**src/rtl/ramp_adc_pkg.sv**
```systemverilog
package ramp_adc_pkg;

  typedef enum logic {ST_IDLE, ST_CONV} conv_state_e;

  function automatic logic [31:0] gray_of(input logic [31:0] b);
    return b ^ (b >> 1);
  endfunction

  function automatic logic [31:0] bin_of(input logic [31:0] g);
    logic [31:0] b;
    b[31] = g[31];
    for (int i = 30; i >= 0; i--) b[i] = b[i+1] ^ g[i];
    return b;
  endfunction

endpackage

```
**src/rtl/ramp_gray_ctr.sv**
```systemverilog
module ramp_gray_ctr #(
  parameter int W = 12
) (
  input  logic         clk,
  input  logic         rst_n,
  input  logic         clr_i,
  input  logic         en_i,
  output logic [W-1:0] gray_o,
  output logic         last_o
);
  localparam logic [W-1:0] TOP = {W{1'b1}};

  logic [W-1:0] bin_q, bin_d;

  always_comb begin
    bin_d = bin_q;
    if (clr_i)     bin_d = '0;
    else if (en_i) bin_d = bin_q + 1'b1;
  end

  always_ff @(posedge clk or negedge rst_n) begin
    if (!rst_n) bin_q <= '0;
    else        bin_q <= bin_d;
  end

  assign gray_o = bin_q ^ (bin_q >> 1);
  assign last_o = en_i && (bin_q == TOP);
endmodule

```
**src/rtl/ramp_adc_chan.sv**
```systemverilog
module ramp_adc_chan #(
  parameter int W = 12
) (
  input  logic         clk,
  input  logic         rst_n,
  input  logic         clr_i,
  input  logic         busy_i,
  input  logic         last_i,
  input  logic [W-1:0] cnt_i,
  input  logic         cmp_i,
  output logic [W-1:0] code_o,
  output logic         cap_o,
  output logic         ovf_o
);
  localparam logic [W-1:0] FULL_GRAY = {1'b1, {(W-1){1'b0}}};

  logic       sync1_q, sync2_q, prev_q;
  logic       rise;
  logic [W-1:0] code_d;
  logic       cap_d, ovf_d;

  always_ff @(posedge clk or negedge rst_n) begin
    if (!rst_n) begin
      sync1_q <= 1'b0;
      sync2_q <= 1'b0;
      prev_q  <= 1'b0;
    end else begin
      sync1_q <= cmp_i;
      sync2_q <= sync1_q;
      prev_q  <= sync2_q;
    end
  end

  assign rise = sync2_q && !prev_q;

  always_comb begin
    code_d = code_o;
    cap_d  = cap_o;
    ovf_d  = ovf_o;
    if (clr_i) begin
      code_d = '0;
      cap_d  = 1'b0;
      ovf_d  = 1'b0;
    end else if (busy_i && !cap_o && rise) begin
      code_d = cnt_i;
      cap_d  = 1'b1;
    end else if (last_i && !cap_o) begin
      code_d = FULL_GRAY;
      ovf_d  = 1'b1;
    end
  end

  always_ff @(posedge clk or negedge rst_n) begin
    if (!rst_n) begin
      code_o <= '0;
      cap_o  <= 1'b0;
      ovf_o  <= 1'b0;
    end else begin
      code_o <= code_d;
      cap_o  <= cap_d;
      ovf_o  <= ovf_d;
    end
  end
endmodule

```
**src/rtl/ramp_adc_rd.sv**
```systemverilog
module ramp_adc_rd
  import ramp_adc_pkg::*;
#(
  parameter int NCH = 36,
  parameter int W   = 12,
  parameter int AW  = 6
) (
  input  logic           clk,
  input  logic           rst_n,
  input  logic [AW-1:0]  addr_i,
  input  logic           bin_i,
  input  logic [NCH*W-1:0] codes_i,
  input  logic [NCH-1:0] ovf_i,
  output logic [W-1:0]   data_o,
  output logic           ovf_o
);
  logic [W-1:0] raw, data_d;
  logic         ovf_d;

  always_comb begin
    raw   = '0;
    ovf_d = 1'b0;
    if (32'(addr_i) < NCH) begin
      raw   = codes_i[32'(addr_i)*W +: W];
      ovf_d = ovf_i[addr_i];
    end
    data_d = bin_i ? W'(bin_of(32'(raw))) : raw;
  end

  always_ff @(posedge clk or negedge rst_n) begin
    if (!rst_n) begin
      data_o <= '0;
      ovf_o  <= 1'b0;
    end else begin
      data_o <= data_d;
      ovf_o  <= ovf_d;
    end
  end
endmodule

```
**src/rtl/ramp_adc_backend.sv**
```systemverilog
module ramp_adc_backend
  import ramp_adc_pkg::*;
#(
  parameter  int NCH = 36,
  parameter  int W   = 12,
  localparam int AW  = (NCH > 1) ? $clog2(NCH + 1) : 1
) (
  input  logic           clk,
  input  logic           rst_n,
  input  logic           start_i,
  input  logic [NCH-1:0] cmp_i,
  output logic           ramp_en_o,
  output logic           busy_o,
  output logic           done_o,
  input  logic [AW-1:0]  rd_addr_i,
  input  logic           rd_bin_i,
  output logic [W-1:0]   rd_data_o,
  output logic           rd_ovf_o
);
  logic [1:0]       rst_pipe_q;
  logic             rst_n_int;
  conv_state_e      state_q, state_d;
  logic             done_d;
  logic             accept, busy, last;
  logic [W-1:0]     cnt_gray;
  logic [NCH*W-1:0] code_v;
  logic [NCH-1:0]   cap_v, ovf_v;

  // reset: asserted at once, released after two clean edges
  always_ff @(posedge clk or negedge rst_n) begin
    if (!rst_n) rst_pipe_q <= 2'b00;
    else        rst_pipe_q <= {rst_pipe_q[0], 1'b1};
  end
  assign rst_n_int = rst_pipe_q[1];

  assign busy   = (state_q == ST_CONV);
  assign accept = (state_q == ST_IDLE) && start_i;

  always_comb begin
    state_d = state_q;
    done_d  = 1'b0;
    case (state_q)
      ST_IDLE: if (start_i) state_d = ST_CONV;
      ST_CONV: if (last) begin
        state_d = ST_IDLE;
        done_d  = 1'b1;
      end
      default: state_d = ST_IDLE;
    endcase
  end

  always_ff @(posedge clk or negedge rst_n_int) begin
    if (!rst_n_int) begin
      state_q <= ST_IDLE;
      done_o  <= 1'b0;
    end else begin
      state_q <= state_d;
      done_o  <= done_d;
    end
  end

  assign busy_o    = busy;
  assign ramp_en_o = busy;

  ramp_gray_ctr #(.W(W)) u_ctr (
    .clk    (clk),
    .rst_n  (rst_n_int),
    .clr_i  (accept),
    .en_i   (busy),
    .gray_o (cnt_gray),
    .last_o (last)
  );

  for (genvar c = 0; c < NCH; c++) begin : g_chan
    ramp_adc_chan #(.W(W)) u_chan (
      .clk    (clk),
      .rst_n  (rst_n_int),
      .clr_i  (accept),
      .busy_i (busy),
      .last_i (last),
      .cnt_i  (cnt_gray),
      .cmp_i  (cmp_i[c]),
      .code_o (code_v[c*W +: W]),
      .cap_o  (cap_v[c]),
      .ovf_o  (ovf_v[c])
    );
  end

  ramp_adc_rd #(.NCH(NCH), .W(W), .AW(AW)) u_rd (
    .clk     (clk),
    .rst_n   (rst_n_int),
    .addr_i  (rd_addr_i),
    .bin_i   (rd_bin_i),
    .codes_i (code_v),
    .ovf_i   (ovf_v),
    .data_o  (rd_data_o),
    .ovf_o   (rd_ovf_o)
  );
endmodule

```
**config.mk**
```make
export PLATFORM = sky130hd
export DESIGN_NAME = ramp_adc_backend
export DESIGN_NICKNAME = d
export VERILOG_FILES = /design/src/rtl/ramp_adc_pkg.sv /design/src/rtl/ramp_gray_ctr.sv /design/src/rtl/ramp_adc_chan.sv /design/src/rtl/ramp_adc_rd.sv /design/src/rtl/ramp_adc_backend.sv
export SDC_FILE = /design/constraint.sdc
export NUM_CORES = 1
export LEC_CHECK = 0
export BUFFER_PORTS_ARGS = -buffer_cell sky130_fd_sc_hd__clkbuf_2
export CORE_ASPECT_RATIO = 0.9
export CORE_MARGIN = 4
export CORE_UTILIZATION = 55
export DETAILED_ROUTE_END_ITERATION = 16
export PLACE_DENSITY = 0.71
export RECOVER_POWER = 100
export SYNTH_ARGS = -nofsm -noshare
export SYNTH_HDL_FRONTEND = slang
export SYNTH_SLANG_ARGS = --single-unit
export TNS_END_PERCENT = 5
```
**constraint.sdc**
```tcl
create_clock -name clk -period 22.5 [get_ports clk]
set_input_delay 2.25 -clock clk [delete_from_list [all_inputs] [get_ports clk]]
set_output_delay 2.25 -clock clk [all_outputs]
set_load 0.02 [all_outputs]
```
After elaboration in Yosys (flattened, before gate mapping)
Cells that the tools add are included.
{"block": "op_classes", "magnitude_cmp": 2, "n_addsub": 1, "n_eq_ne": 37, "mul": 1, "n_reduce_logical": 363, "shift": 1, "n_mux": 300, "bitwise": 13}
{"op": "$mux 12", "n": 111}
{"op": "$shiftx 432x11->12", "n": 1}
{"op": "$mux 1", "n": 186}
{"op": "$logic_and 1x1->1", "n": 146}
{"op": "$reduce_bool 2->1", "n": 73}
{"op": "$reduce_bool 3->1", "n": 36}
{"op": "$logic_not 1->1", "n": 72}
{"op": "$ne 2x2->1 const B", "n": 36}
{"op": "$reduce_and 2->1", "n": 36}
{"op": "$add 12x1->12 const B", "n": 1}
{"op": "$eq 12x12->1 const B", "n": 1}
{"op": "$xor 12x11->12", "n": 1}
{"op": "$mux 11", "n": 1}
{"op": "$xor 1x1->1", "n": 11}
{"op": "$mul 6x2->8 const B", "n": 1}
{"op": "$lt 6x7->1 const B", "n": 1}
{"op": "$bmux 1 s6", "n": 1}
{"op": "$lt 6x6->1 const B", "n": 1}
{"op": "$pmux 1 s2", "n": 1}
{"op": "$not 1->1", "n": 1}
{"block": "totals", "ff_bits": 641, "word_cells": 940, "out_inout_bits": 16, "inputBits": 46}

Depth between registers and ports, before layout
Gate-level depths: netlist (run 1).
{"block": "logic_depth", "ltp_word": 15, "ltp_mapped": 15, "mapped_depth_nobuf": 9}

Hierarchy
Synthesis (run 1) repeated with hierarchy kept, for this count alone.
{"block": "hier_totals", "cells_unflattened": 1949, "area_unflattened_um2": 28150.7}
{"module": "ramp_adc_chan", "cells_each": 42, "area_each_um2": 629.4, "n_inst": 36, "seq_area_each_um2": 425.4}
{"module": "ramp_adc_rd", "cells_each": 360, "area_each_um2": 4642.0, "n_inst": 1, "seq_area_each_um2": 325.3}
{"module": "ramp_gray_ctr", "cells_each": 67, "area_each_um2": 713.2, "n_inst": 1, "seq_area_each_um2": 300.3}
{"module": "ramp_adc_backend", "cells_each": 10, "area_each_um2": 138.9, "n_inst": 1, "seq_area_each_um2": 100.1}

Worst setup path before layout (run 1)
OpenSTA, ideal clock, no wires.
{"block": "synth_path", "path_type": "in2reg", "startpoint": "input port rd_addr_i[0]", "endpoint": "register u_rd.ovf_o", "slack_ns": 17.457, "path_stages": 12, "setup_time_ns": 0.120, "t_arrival_ns": 4.922, "t_required_ns": 22.380, "path_cell_list": "buf_6 -> buf_12 -> buf_12 -> buf_12 -> buf_12 -> buf_4 -> buf_2 -> buf_2 -> mux4_2 -> mux4_2 -> o21ai_0 -> nand2_1"}
{"block": "synth_via", "elab_chain_cells": 3, "word_cells_on_any_way": 4}
{"item": "start, declared", "line": "ramp_adc_backend.sv:15", "text": "input logic [AW-1:0] rd_addr_i,"}
{"item": "$bmux 1 s6", "line": "ramp_adc_rd.sv:25", "text": "ovf_d = ovf_i[addr_i];"}
{"item": "$mux 1 (implied by the code)", "line": "ramp_adc_rd.sv:25"}
{"item": "$mux 1 *", "line": "ramp_adc_rd.sv:23", "text": "if (32'(addr_i) < NCH) begin"}
{"item": "net u_rd.ovf_d", "line": "ramp_adc_rd.sv:18", "text": "logic ovf_d;"}
{"item": "end signal, assigned", "line": "ramp_adc_rd.sv:36", "text": "ovf_o <= ovf_d;"}
{"item": "end, declared", "line": "ramp_adc_rd.sv:15", "text": "output logic ovf_o"}
Mark *: on every way through the listed nets, which the timed path passes. The rest lies on a longest branch. The select of a mux whose other input is x is not followed.
A chain may end at the register's enable or synchronous reset.

Worst setup path after layout (run 1)
{"block": "layout_path", "startpoint": "input port rd_addr_i[0]", "endpoint": "register u_rd.data_o[2]"}
{"block": "layout_via", "elab_chain_cells": 13, "word_cells_on_any_way": 14}
{"item": "$mul 6x2->8", "line": "ramp_adc_rd.sv:24", "text": "raw = codes_i[32'(addr_i)*W +: W];"}
{"item": "$shiftx 432x11->12", "line": "ramp_adc_rd.sv:24"}
{"item": "$mux 12 *", "line": "ramp_adc_rd.sv:23"}
{"item": "$xor 1x1->1 (9 in a row)", "line": "ramp_adc_pkg.sv:12", "text": "for (int i = 30; i >= 0; i--) b[i] = b[i+1] ^ g[i];"}
{"item": "$mux 11 *", "line": "ramp_adc_rd.sv:27", "text": "data_d = bin_i ? W'(bin_of(32'(raw))) : raw;"}
{"item": "net u_rd.data_d[2]", "line": "ramp_adc_rd.sv:17", "text": "logic [W-1:0] raw, data_d;"}
{"item": "end signal, assigned", "line": "ramp_adc_rd.sv:35", "text": "data_o <= data_d;"}
{"item": "end, declared", "line": "ramp_adc_rd.sv:14", "text": "output logic [W-1:0] data_o,"}
Mark *: on every way through the listed nets, which the timed path passes. The rest lies on a longest branch.

==> impl_metrics.yaml, run 1 <==
timing:
  final.min_clock_period_ps: 12500
  timing.max_slew.rel_slack: -1.95
  final.period_utilization: 0.555
  maxSlewViolCount: 1658
  finalWorstSetupSlack_ps: 10000
  tns_ps: 0
  max_clk_rate_mhz: 80.0
  grt_setup_unrepaired: "false"
  setup_viol: 0
  timing.clock.skew_ps: 30.8
  final-hold-violation-count: 0
  worstMarginPinSlew_ps: 4420
yosys:
  synth-simple-area-share: 0.0508
  ys_warn_count: 0
  synth_largest_area_cell: "sky130_fd_sc_hd__dfrtp_1"
  share_of_synthesized_area_spent_on_multiplexers: 0.119
  synth.avg_cell_area_um2: 14.0
  synth-async-reset-ratio: 1.00
  netlist-cell-type-count: 56
  syn_inst: 1924
  synth_compound_gate_area_share: 0.167
  post_synth_fa_ha_maj_area_fraction: 0.00513
  synth_top_cell_area_share: 0.597
  main_combinational_cell_family_by_area_after_synthesis: "compound AO/OA/AOI/OAI gates"
  netlist_top_cells_area: "sky130_fd_sc_hd__dfrtp_1 60%, sky130_fd_sc_hd__a22o_1 12%, sky130_fd_sc_hd__mux4_2 7.9%"
  postSynthRegisterBits: 641
  synth_flop_cell: "sky130_fd_sc_hd__dfrtp_1"
  synth_enable_flop_cells: 0
  synth_nets: 1981
  syn-cell-area_um2: 26800
  synth_sequential_area_ratio: 0.597
  synth_xor_xnor_area_share: 0.0137
clock_network:
  clk_tree_root_cell: "sky130_fd_sc_hd__clkbuf_16"
  cts_buffers: 66
  hold_buffers: 0
  cts_num_sinks: 641
  max-clock-path-buffers: 3
  worstSkewPairLatency_ps: 610
  cts_max_level: 3
  cts.clk_slew.worst_paths_ps: 60
  cts_tree: "yes"
  post_cts_buffers: 0
  post_cts_resized: 0
route:
  route.antenna.remaining_nets: 0
  drt_first_iter_violations: 1898
  num_vias: 17687
  drc: 0
  first_pass_iters: 7
  wl_per_cell_um: 27.2
  routed_wl_um: 71000
  routed_via_density: 6.78
min_path:
  timing.hold.worst.class: "reg -> reg"
  hold_path_startpoint: "g_chan[10].u_chan.sync1_q"
global_route:
  first_global_vias: 18247
  grtUsageTotal: 0.277
  grt.overflow.total: 0
  wire_length_of_the_first_global_routing_pass_um: 111000
  grt_start_max_net_pins: 86
  antenna_found_initial: 3
critical_path:
  worst-endpoint-arrival_ps: 13000
  critical_path_class: "in -> reg"
  regToRegSetupSlack_ps: 14050
  crit_path_end: "u_rd.data_o[2]"
  crit_path_start: "rd_addr_i[0]"
  setup.worst_path.end_class: "register"
  timing.critical_path.fanout_max: 43
  reg2regPathDepth: 2
  worstReg2RegStart: "rst_pipe_q[1]"
  critical_path.reg2reg.endpoint: "u_rd.data_o[0]"
  timing.critical_path.from_type: "input pin"
  cp.required_ps: 23010
die:
  num_rows: 76
  floorplan.die.height_um: 218
  fp.dieW_um: 241
  initial_core_util: 0.559
  dieArea_um2: 52400
  coreArea_um2: 48000
  boundaryPins: 62
placed_design:
  dpl_worst_slack_ps: 15240
  placedInstanceArea_um2: 27800
  io_buffer_count: 61
  finalWeightedCongestion: 0.892
  detailedPlacementHpwl_um: 44500
outcome:
  run_status: "complete, but fails checks"
  violations: "max-capacitance violations, max-slew violations"
cells_and_area:
  nNetsFinal: 1988
  area_growth_pct: 10.9
  design_area_um2: 29800
  drive_gt1_frac: 0.169
power:
  power_per_cell_area_nw_per_um2: 122
  comb_power_share: 0.241
  seq_power_share: 0.450
  internal_power_uw: 2500
  p_clk_frac: 0.308
  power_switching_uw: 1120
  static_leakage_uw: 0.0138
  vdd.ir_drop.worst_mv: 0.0860
  switching_share_of_total_power: 0.309
flow_run:
  max-cap-violations: 58
cell families (layout without fill, tap and decap cells):
kind of cell | after synthesis | after routing
AND/OR/NAND/NOR | 264 | 264
AO/OA/AOI/OAI | 558 | 558
multiplexers | 162 | 162
buffers and inverters | 257 | 316
flip-flops | 641 | 641
other | 1 | 3
XOR/XNOR | 30 | 30
adder cells (fa/ha/maj) | 11 | 11
placed cells by master (no fill, tap or decap), drive strengths merged, types with 10 or more instances in the layout:
cell      n
nor3     35
o21ai    41
buf      43
xnor2    16
nor4bb   33
mux2i    41
nand2    76
dfrtp   641
inv      74
a22o    371
a21oi    73
mux4    118
clkinv   12
nor2b    10
nor2     77
and2     13
ha       11
a221oi   42
clkbuf  181
worst max-delay path, stage by stage:
cell,delay [ps]
sky130_fd_sc_hd__clkbuf_1,2450
sky130_fd_sc_hd__clkbuf_1,2470
sky130_fd_sc_hd__clkbuf_1,2630
sky130_fd_sc_hd__mux4_1,740
sky130_fd_sc_hd__mux2i_1,100
sky130_fd_sc_hd__a221oi_1,470
sky130_fd_sc_hd__o21ai_0,200
sky130_fd_sc_hd__a21boi_2,220
sky130_fd_sc_hd__xnor3_1,600
sky130_fd_sc_hd__xor3_1,490
sky130_fd_sc_hd__nor2b_1,170
sky130_fd_sc_hd__xnor2_1,140
how the worst min path moves through the flow:
stage / to / slack (ps) / cells past startpoint
after floorplan: g_chan[0].u_chan.sync2_q / 330 / 0
after global placement: g_chan[10].u_chan.sync1_q / 270 / 0
after detailed placement: g_chan[10].u_chan.sync1_q / 280 / 0
after CTS: done_o / 280 / 0
after global routing: g_chan[12].u_chan.sync2_q / 350 / 0
final: g_chan[10].u_chan.sync2_q / 340 / 0
power by group through the flow:
stage	clock network (uW)	logic, uW	registers [uW]
final	1120	874	1630
after floorplan	0	618	1600
after global routing	1180	938	1660
after CTS	1130	880	1620
after global placement	0	853	1630
after detailed placement	0	877	1630
cell usage after synthesis, types with 6 or more instances:
cell and n:
sky130_fd_sc_hd__ha_1 11, sky130_fd_sc_hd__nor4bb_1 33, sky130_fd_sc_hd__mux4_2 94, sky130_fd_sc_hd__and2_1 13
sky130_fd_sc_hd__a21oi_1 73, sky130_fd_sc_hd__a22o_1 371, sky130_fd_sc_hd__nor2b_1 10, sky130_fd_sc_hd__buf_1 14
sky130_fd_sc_hd__inv_1 72, sky130_fd_sc_hd__buf_12 8, sky130_fd_sc_hd__nor3_1 35, sky130_fd_sc_hd__a221oi_1 42
sky130_fd_sc_hd__mux4_1 18, sky130_fd_sc_hd__xor2_1 7, sky130_fd_sc_hd__nand3_1 9, sky130_fd_sc_hd__o21ai_0 41
sky130_fd_sc_hd__mux2i_1 41, sky130_fd_sc_hd__xnor2_1 15, sky130_fd_sc_hd__clkbuf_1 131, sky130_fd_sc_hd__nand2_1 76
sky130_fd_sc_hd__buf_2 16, sky130_fd_sc_hd__mux4_4 6, sky130_fd_sc_hd__clkbuf_8 10, sky130_fd_sc_hd__nor2_1 77
sky130_fd_sc_hd__dfrtp_1 641
state kept, by name, summed over array words and instances, names as in the netlist:
name and count:
rst_pipe_q 2, g_chan.u_chan.prev_q 36, u_rd.ovf_o 1, g_chan.u_chan.sync2_q 36
g_chan.u_chan.code_o 432, g_chan.u_chan.sync1_q 36, u_ctr.bin_q 12, g_chan.u_chan.cap_o 36
g_chan.u_chan.ovf_o 36, u_rd.data_o 12, done_o 1, busy_o 1
final cells by class:
class / count / area (um2)
Clock buffer: 100 / 1970
Fill cell: 3510 / 18300
Timing Repair Buffer: 124 / 678
Multi-Input combinational cell: 1026 / 9780
Clock inverter: 20 / 246
Inverter: 72 / 270
Sequential cell: 641 / 16000
Tap cell: 624 / 781
Antenna cell: 2 / 5.00
per-layer routing:
layer,vias up,GRT usage,share of wire
li1,7280,-,-
met1,9270,0.417,0.42
met2,989,0.393,0.44
met3,146,0.0837,0.11
met4,2,0.0880,0.031
met5,-,0,0.00018
metrics by stage:
stage	hold WS, ps	total power (uW)	cells	utilization
3_3_place_gp	274	2480	2487	0.579
2_1_floorplan	331	2220	1924	-
4_1_cts	285	3630	2607	0.626
5_1_grt	352	3780	2608	0.620
3_5_place_dp	280	2510	2487	0.579
6_report	343	3620	2609	0.620
Power figures use the tool's default switching activity.
==> inputs of run 2 (changes only) <==
--- a/config.mk
+++ b/config.mk
@@ -10,7 +10,7 @@
 export CORE_MARGIN = 4
 export CORE_UTILIZATION = 55
 export DETAILED_ROUTE_END_ITERATION = 16
-export PLACE_DENSITY = 0.71
+export PLACE_DENSITY = 0.74
 export RECOVER_POWER = 100
 export SYNTH_ARGS = -nofsm -noshare
 export SYNTH_HDL_FRONTEND = slang
==> constraint.sdc (replaced) <==
create_clock -name clk -period 10.2 [get_ports clk]
set_input_delay 1.02 -clock clk [delete_from_list [all_inputs] [get_ports clk]]
set_output_delay 1.02 -clock clk [all_outputs]
set_load 0.02 [all_outputs]
==> run 2 against run 1 <==
Against the previous run:
- the run still ends with max-capacitance violations, max-slew violations left
- utilization hardly changed
- critical path depth is 6 lower
- total power is 120% higher
- wire length is 1.6% lower
- die area stayed put
- critical path type is now reg -> reg
==> impl_metrics.yaml, run 2 (same netlist as run 1, synthesis figures left out) <==
die:
  initial_core_util: 0.559
  floorplan.die.height_um: 218
  coreArea_um2: 48000
  fp.dieW_um: 241
  num_rows: 76
  boundaryPins: 62
  dieArea_um2: 52400
global_route:
  antenna_found_initial: 1
  grt_start_max_net_pins: 186
  wire_length_of_the_first_global_routing_pass_um: 111000
  grt.overflow.total: 0
  first_global_vias: 18361
  grtUsageTotal: 0.273
route:
  drc: 0
  met1_wire_length_um: 28800
  drt_first_iter_violations: 2124
  met2WireLength_um: 31000
  route.antenna.remaining_nets: 0
  num_vias: 17637
  first_pass_iters: 7
  wl_per_cell_um: 26.9
  highest_layer: "met4"
  met3_wirelength_um: 8120
  routed_wl_um: 69900
  routed_via_density: 6.79
timing:
  setup_viol: 0
  timing.hold.ws_ps: 165
  worstMarginPinSlew_ps: 3770
  finalWorstSetupSlack_ps: 3060
  timing.max_slew.rel_slack: -1.52
  timing.clock.skew_ps: 13.7
  final.period_utilization: 0.700
  maxSlewViolCount: 1013
  final.min_clock_period_ps: 7140
  grt_setup_unrepaired: "false"
  tns_ps: 0
  final-hold-violation-count: 0
  max_clk_rate_mhz: 140
min_path:
  timing.hold.worst.class: "in -> async"
critical_path:
  setup.worst_path.end_class: "register"
  cp.required_ps: 10760
  critical_path_class: "reg -> reg"
  crit_path_start: "busy_o"
  worst-endpoint-arrival_ps: 7700
  worstReg2RegStart: "busy_o"
  timing.critical_path.from_type: "register"
  timing.critical_path.fanout_max: 68
  reg2regPathDepth: 6
clock_network:
  cts_max_level: 2
  cts_buffers: 61
  cts_num_sinks: 641
  cts_tree: "yes"
  worstSkewPairLatency_ps: 640
  hold_buffers: 0
  clk_tree_root_cell: "sky130_fd_sc_hd__clkbuf_16"
  post_cts_resized: 0
  cts.clk_slew.worst_paths_ps: 60
  post_cts_buffers: 0
  max-clock-path-buffers: 3
cells_and_area:
  final_cell_mix: "641 x sky130_fd_sc_hd__dfrtp_1, 371 x sky130_fd_sc_hd__a22o_1, 94 x sky130_fd_sc_hd__mux4_2"
  drive_gt1_frac: 0.174
  most_frequent_standard_cell_in_the_layout_excluding_fill_and_tap_cells: "sky130_fd_sc_hd__dfrtp_1"
  largest_reg_flops: 432
  nNetsFinal: 1979
  area_growth_pct: 10.9
  top_register: "g_chan.u_chan.code_o"
outcome:
  violations: "max-capacitance violations, max-slew violations"
  run_status: "complete, but fails checks"
placed_design:
  detailedPlacementHpwl_um: 44000
  finalWeightedCongestion: 0.866
  dpl_worst_slack_ps: 4640
  io_buffer_count: 61
power:
  power_per_cell_area_nw_per_um2: 268
  static_leakage_uw: 0.0138
  vdd.ir_drop.worst_mv: 0.159
flow_run:
  max-cap-violations: 47
[run 2: worst paths after layout]
| kind | to | slack [ps] |
|---|---|---|
| max | g_chan[19].u_chan.code_o[5] | 3060 |
| min | rst_pipe_q[0] | 160 |
| max reg2reg | g_chan[19].u_chan.code_o[5] | 3060 |
| min reg2reg | g_chan[29].u_chan.sync2_q | 340 |
| max in group asynchronous | g_chan[12].u_chan.code_o[8] | 4330 |
| min in group clk | g_chan[29].u_chan.sync2_q | 340 |
[run 2: cell type report]
| class | count | area (um2) |
|---|---|---|
| Antenna cell | 1 | 2.50 |
| Clock buffer | 84 | 1750 |
| Inverter | 72 | 270 |
| Fill cell | 3473 | 18200 |
| Multi-Input combinational cell | 1026 | 9780 |
| Tap cell | 624 | 781 |
| Timing Repair Buffer | 120 | 698 |
| Sequential cell | 641 | 16000 |
| Clock inverter | 28 | 452 |
[run 2: where the power goes]
group,switching [uW],internal (uW)
combinational,1030,879
sequential,409,3190
clock,989,1480
[run 2: metrics by stage]
| step | std cells | area, um2 | utilization | power, uW |
|---|---|---|---|---|
| 6_report | 2596 | 29800 | 0.620 | 7980 |
| 5_1_grt | 2595 | 29800 | 0.620 | 8330 |
| 4_1_cts | 2595 | 30000 | 0.625 | 8000 |
| 3_5_place_dp | 2483 | 27800 | 0.579 | 5510 |
| 3_3_place_gp | 2483 | 27800 | 0.579 | 5440 |
| 2_1_floorplan | 1924 | 26900 | - | 4890 |
[run 2: per-layer routing]
layer	track usage	vias to the layer above
met1	0.409	9217
met2	0.394	1024
met5	0	-
li1	-	7247
met3	0.0768	149
met4	0.0857	0
[run 2: worst max-delay path, cell delays in order (launching register included)]
cell	delay, ps
sky130_fd_sc_hd__dfrtp_1	400
sky130_fd_sc_hd__clkbuf_1	1550
sky130_fd_sc_hd__nand2b_2	340
sky130_fd_sc_hd__clkbuf_1	2660
sky130_fd_sc_hd__and2_1	340
sky130_fd_sc_hd__clkbuf_1	1380
sky130_fd_sc_hd__a22o_1	350
==> inputs of run 3 (changes only) <==
==> constraint.sdc (replaced) <==
create_clock -name clk -period 6.2 [get_ports clk]
set_input_delay 0.62 -clock clk [delete_from_list [all_inputs] [get_ports clk]]
set_output_delay 0.62 -clock clk [all_outputs]
set_load 0.02 [all_outputs]
==> run 3 against run 2 <==
Against the previous run:
- the flow still finishes with violations (max-capacitance violations, max-slew violations)
- cell area fell by 0.36%
- critical path depth fell by 1
- first-iteration DRC count rose by 3.4%
- total power rose by 65%
- via count rose by 1.3%
- die area did not move
- non-clock buffer count rose by 8
- sequential cell count did not move
- clock-buffer cell count rose by 12
- utilization fell by 0.22 points
- critical endpoint is now g_chan[14].u_chan.code_o[11]
==> impl_metrics.yaml, run 3 (same netlist as run 1, synthesis figures left out) <==
outcome:
  run_status: "complete, but fails checks"
  violations: "max-capacitance violations, max-slew violations"
route:
  routed_wl_um: 71900
  drt_first_iter_violations: 2197
  drc: 0
  first_pass_iters: 6
  num_vias: 17871
  wl_per_cell_um: 27.6
  routed_via_density: 6.86
  route.antenna.remaining_nets: 0
global_route:
  wire_length_of_the_first_global_routing_pass_um: 113000
  first_global_vias: 18163
  grtUsageTotal: 0.282
  antenna_found_initial: 1
  grt_start_max_net_pins: 199
  grt.overflow.total: 0
die:
  floorplan.die.height_um: 218
  fp.dieW_um: 241
  dieArea_um2: 52400
  num_rows: 76
  boundaryPins: 62
  coreArea_um2: 48000
  initial_core_util: 0.559
clock_network:
  cts.clk_slew.worst_paths_ps: 60
  cts_buffers: 66
  clk_tree_root_cell: "sky130_fd_sc_hd__clkbuf_16"
  cts_tree: "yes"
  post_cts_buffers: 0
  max-clock-path-buffers: 3
  cts_max_level: 3
  worstSkewPairLatency_ps: 600
  cts_num_sinks: 641
critical_path:
  crit_path_top_delay_cell: "sky130_fd_sc_hd__nor3_1"
  worst-endpoint-arrival_ps: 5080
  worst_path_largest_cell_delay_ps: 1800
  cp_cell_sequence: "clkbuf_1 > nor2b_1 > buf_12 > nor3_1 > a221oi_1"
  timing.critical_path.fanout_max: 102
  reg2regPathDepth: 5
  critical_path_class: "reg -> reg"
  setup.worst_path.end_class: "register"
  worstPathBufferInverterCount: 2
  timing.critical_path.from_type: "register"
  cp.required_ps: 6540
  regToRegSetupSlack_ps: 1460
  worstReg2RegStart: "busy_o"
  critical_path.reg2reg.endpoint: "g_chan[14].u_chan.code_o[11]"
  worst_path_dominant_cell_family: "simple AND/OR/NAND/NOR gates"
timing:
  maxSlewViolCount: 815
  max_clk_rate_mhz: 211
  worstMarginPinSlew_ps: 2830
  finalWorstSetupSlack_ps: 1460
  timing.max_slew.rel_slack: -0.886
  final-hold-violation-count: 0
  timing.clock.skew_ps: 29.7
  setup_viol: 0
  final.period_utilization: 0.765
  grt_setup_unrepaired: "false"
  final.min_clock_period_ps: 4740
cells_and_area:
  nNetsFinal: 1992
  top_register: "g_chan.u_chan.code_o"
  final_cell_mix: "641 x sky130_fd_sc_hd__dfrtp_1, 371 x sky130_fd_sc_hd__a22o_1, 94 x sky130_fd_sc_hd__mux4_2"
  postLayoutCoreUtil: 0.618
  most_frequent_standard_cell_in_the_layout_excluding_fill_and_tap_cells: "sky130_fd_sc_hd__dfrtp_1"
  final.fill_count: 3523
  ant_cells: 0
  largest_reg_flops: 432
  multiInputGateArea_um2: 9630
  area_growth_pct: 10.5
  regArea_um2: 16000
  drive_gt1_frac: 0.164
min_path:
  hold_path_startpoint: "cmp_i[35]"
  hold_depth: 1
  timing.hold.worst.class: "in -> reg"
  holdPathEnd: "g_chan[35].u_chan.sync1_q"
placed_design:
  dpl_worst_slack_ps: 1850
  detailedPlacementHpwl_um: 44600
  finalWeightedCongestion: 0.882
  io_buffer_count: 61
power:
  p_total_uw: 13200
  static_leakage_uw: 0.0138
  power_per_cell_area_nw_per_um2: 445
  vdd.ir_drop.worst_mv: 0.250
flow_run:
  max-cap-violations: 29
## run 3: changes by cell type in the layout (fill, tap and decap cells not counted), moves of 2 or more
cell	before	now
sky130_fd_sc_hd__nor4bb_2	32	2
sky130_fd_sc_hd__nor4bb_1	0	29
sky130_fd_sc_hd__and2_0	9	0
sky130_fd_sc_hd__and2_1	4	13
sky130_fd_sc_hd__bufinv_16	11	4
sky130_fd_sc_hd__clkbuf_16	61	68
sky130_fd_sc_hd__nor3_1	35	28
sky130_fd_sc_hd__nor3_2	0	7
sky130_fd_sc_hd__buf_4	46	51
sky130_fd_sc_hd__clkbuf_1	40	44
sky130_fd_sc_hd__buf_12	1	4
sky130_fd_sc_hd__clkbuf_8	14	11
sky130_fd_sc_hd__clkbuf_4	0	2
sky130_fd_sc_hd__inv_16	2	0
## run 3: power breakdown
part / switching [uW] / internal (uW) / leakage (uW)
clock: 1630 / 2320 / 0.00106
sequential: 658 / 5250 / 0.00812
combinational: 1860 / 1480 / 0.00467
total: 4150 / 9050 / 0.0138
## run 3: layout make-up
class                           count  share of cell area
Clock buffer                       96              0.0646
Inverter                           72             0.00911
Tap cell                          624              0.0263
Sequential cell                   641               0.541
Timing Repair Buffer              128              0.0273
Multi-Input combinational cell   1026               0.325
Clock inverter                     20             0.00746
## run 3: repair_timing
action,in CTS,in global routing
hold buffers,1,0
endpoints found under the hold margin,2,0
resized for setup,0,0
## run 3: metal layers
metal,share of wire,track usage
met1,0.42,0.430
met2,0.43,0.396
met3,0.12,0.0897
met4,0.029,0.0792
met5,0.00018,0
## run 3: worst max path at each step
stage / startpoint / to / slack [ps] / cells past startpoint
after floorplan: rst_pipe_q[1] / busy_o / -6 / 0
after global placement: rd_addr_i[0] / u_rd.data_o[2] / 1900 / 11
after detailed placement: rd_addr_i[0] / u_rd.data_o[2] / 1850 / 11
after CTS: rd_addr_i[0] / u_rd.data_o[2] / 2370 / 11
after global routing: busy_o / g_chan[14].u_chan.code_o[11] / 1110 / 5
final: busy_o / g_chan[14].u_chan.code_o[11] / 1460 / 5
## run 3: stage by stage
stage / setup TNS [ps] / instance area [um2] / hold slack (ps) / std cells
final: 0 / 29700 / 125 / 2607
after global routing: 0 / 29700 / 105 / 2607
after CTS: 0 / 30100 / 100 / 2607
after detailed placement: 0 / 27900 / 308 / 2490
after global placement: 0 / 27900 / 298 / 2490
after floorplan: -3980 / 26900 / 324 / 1924
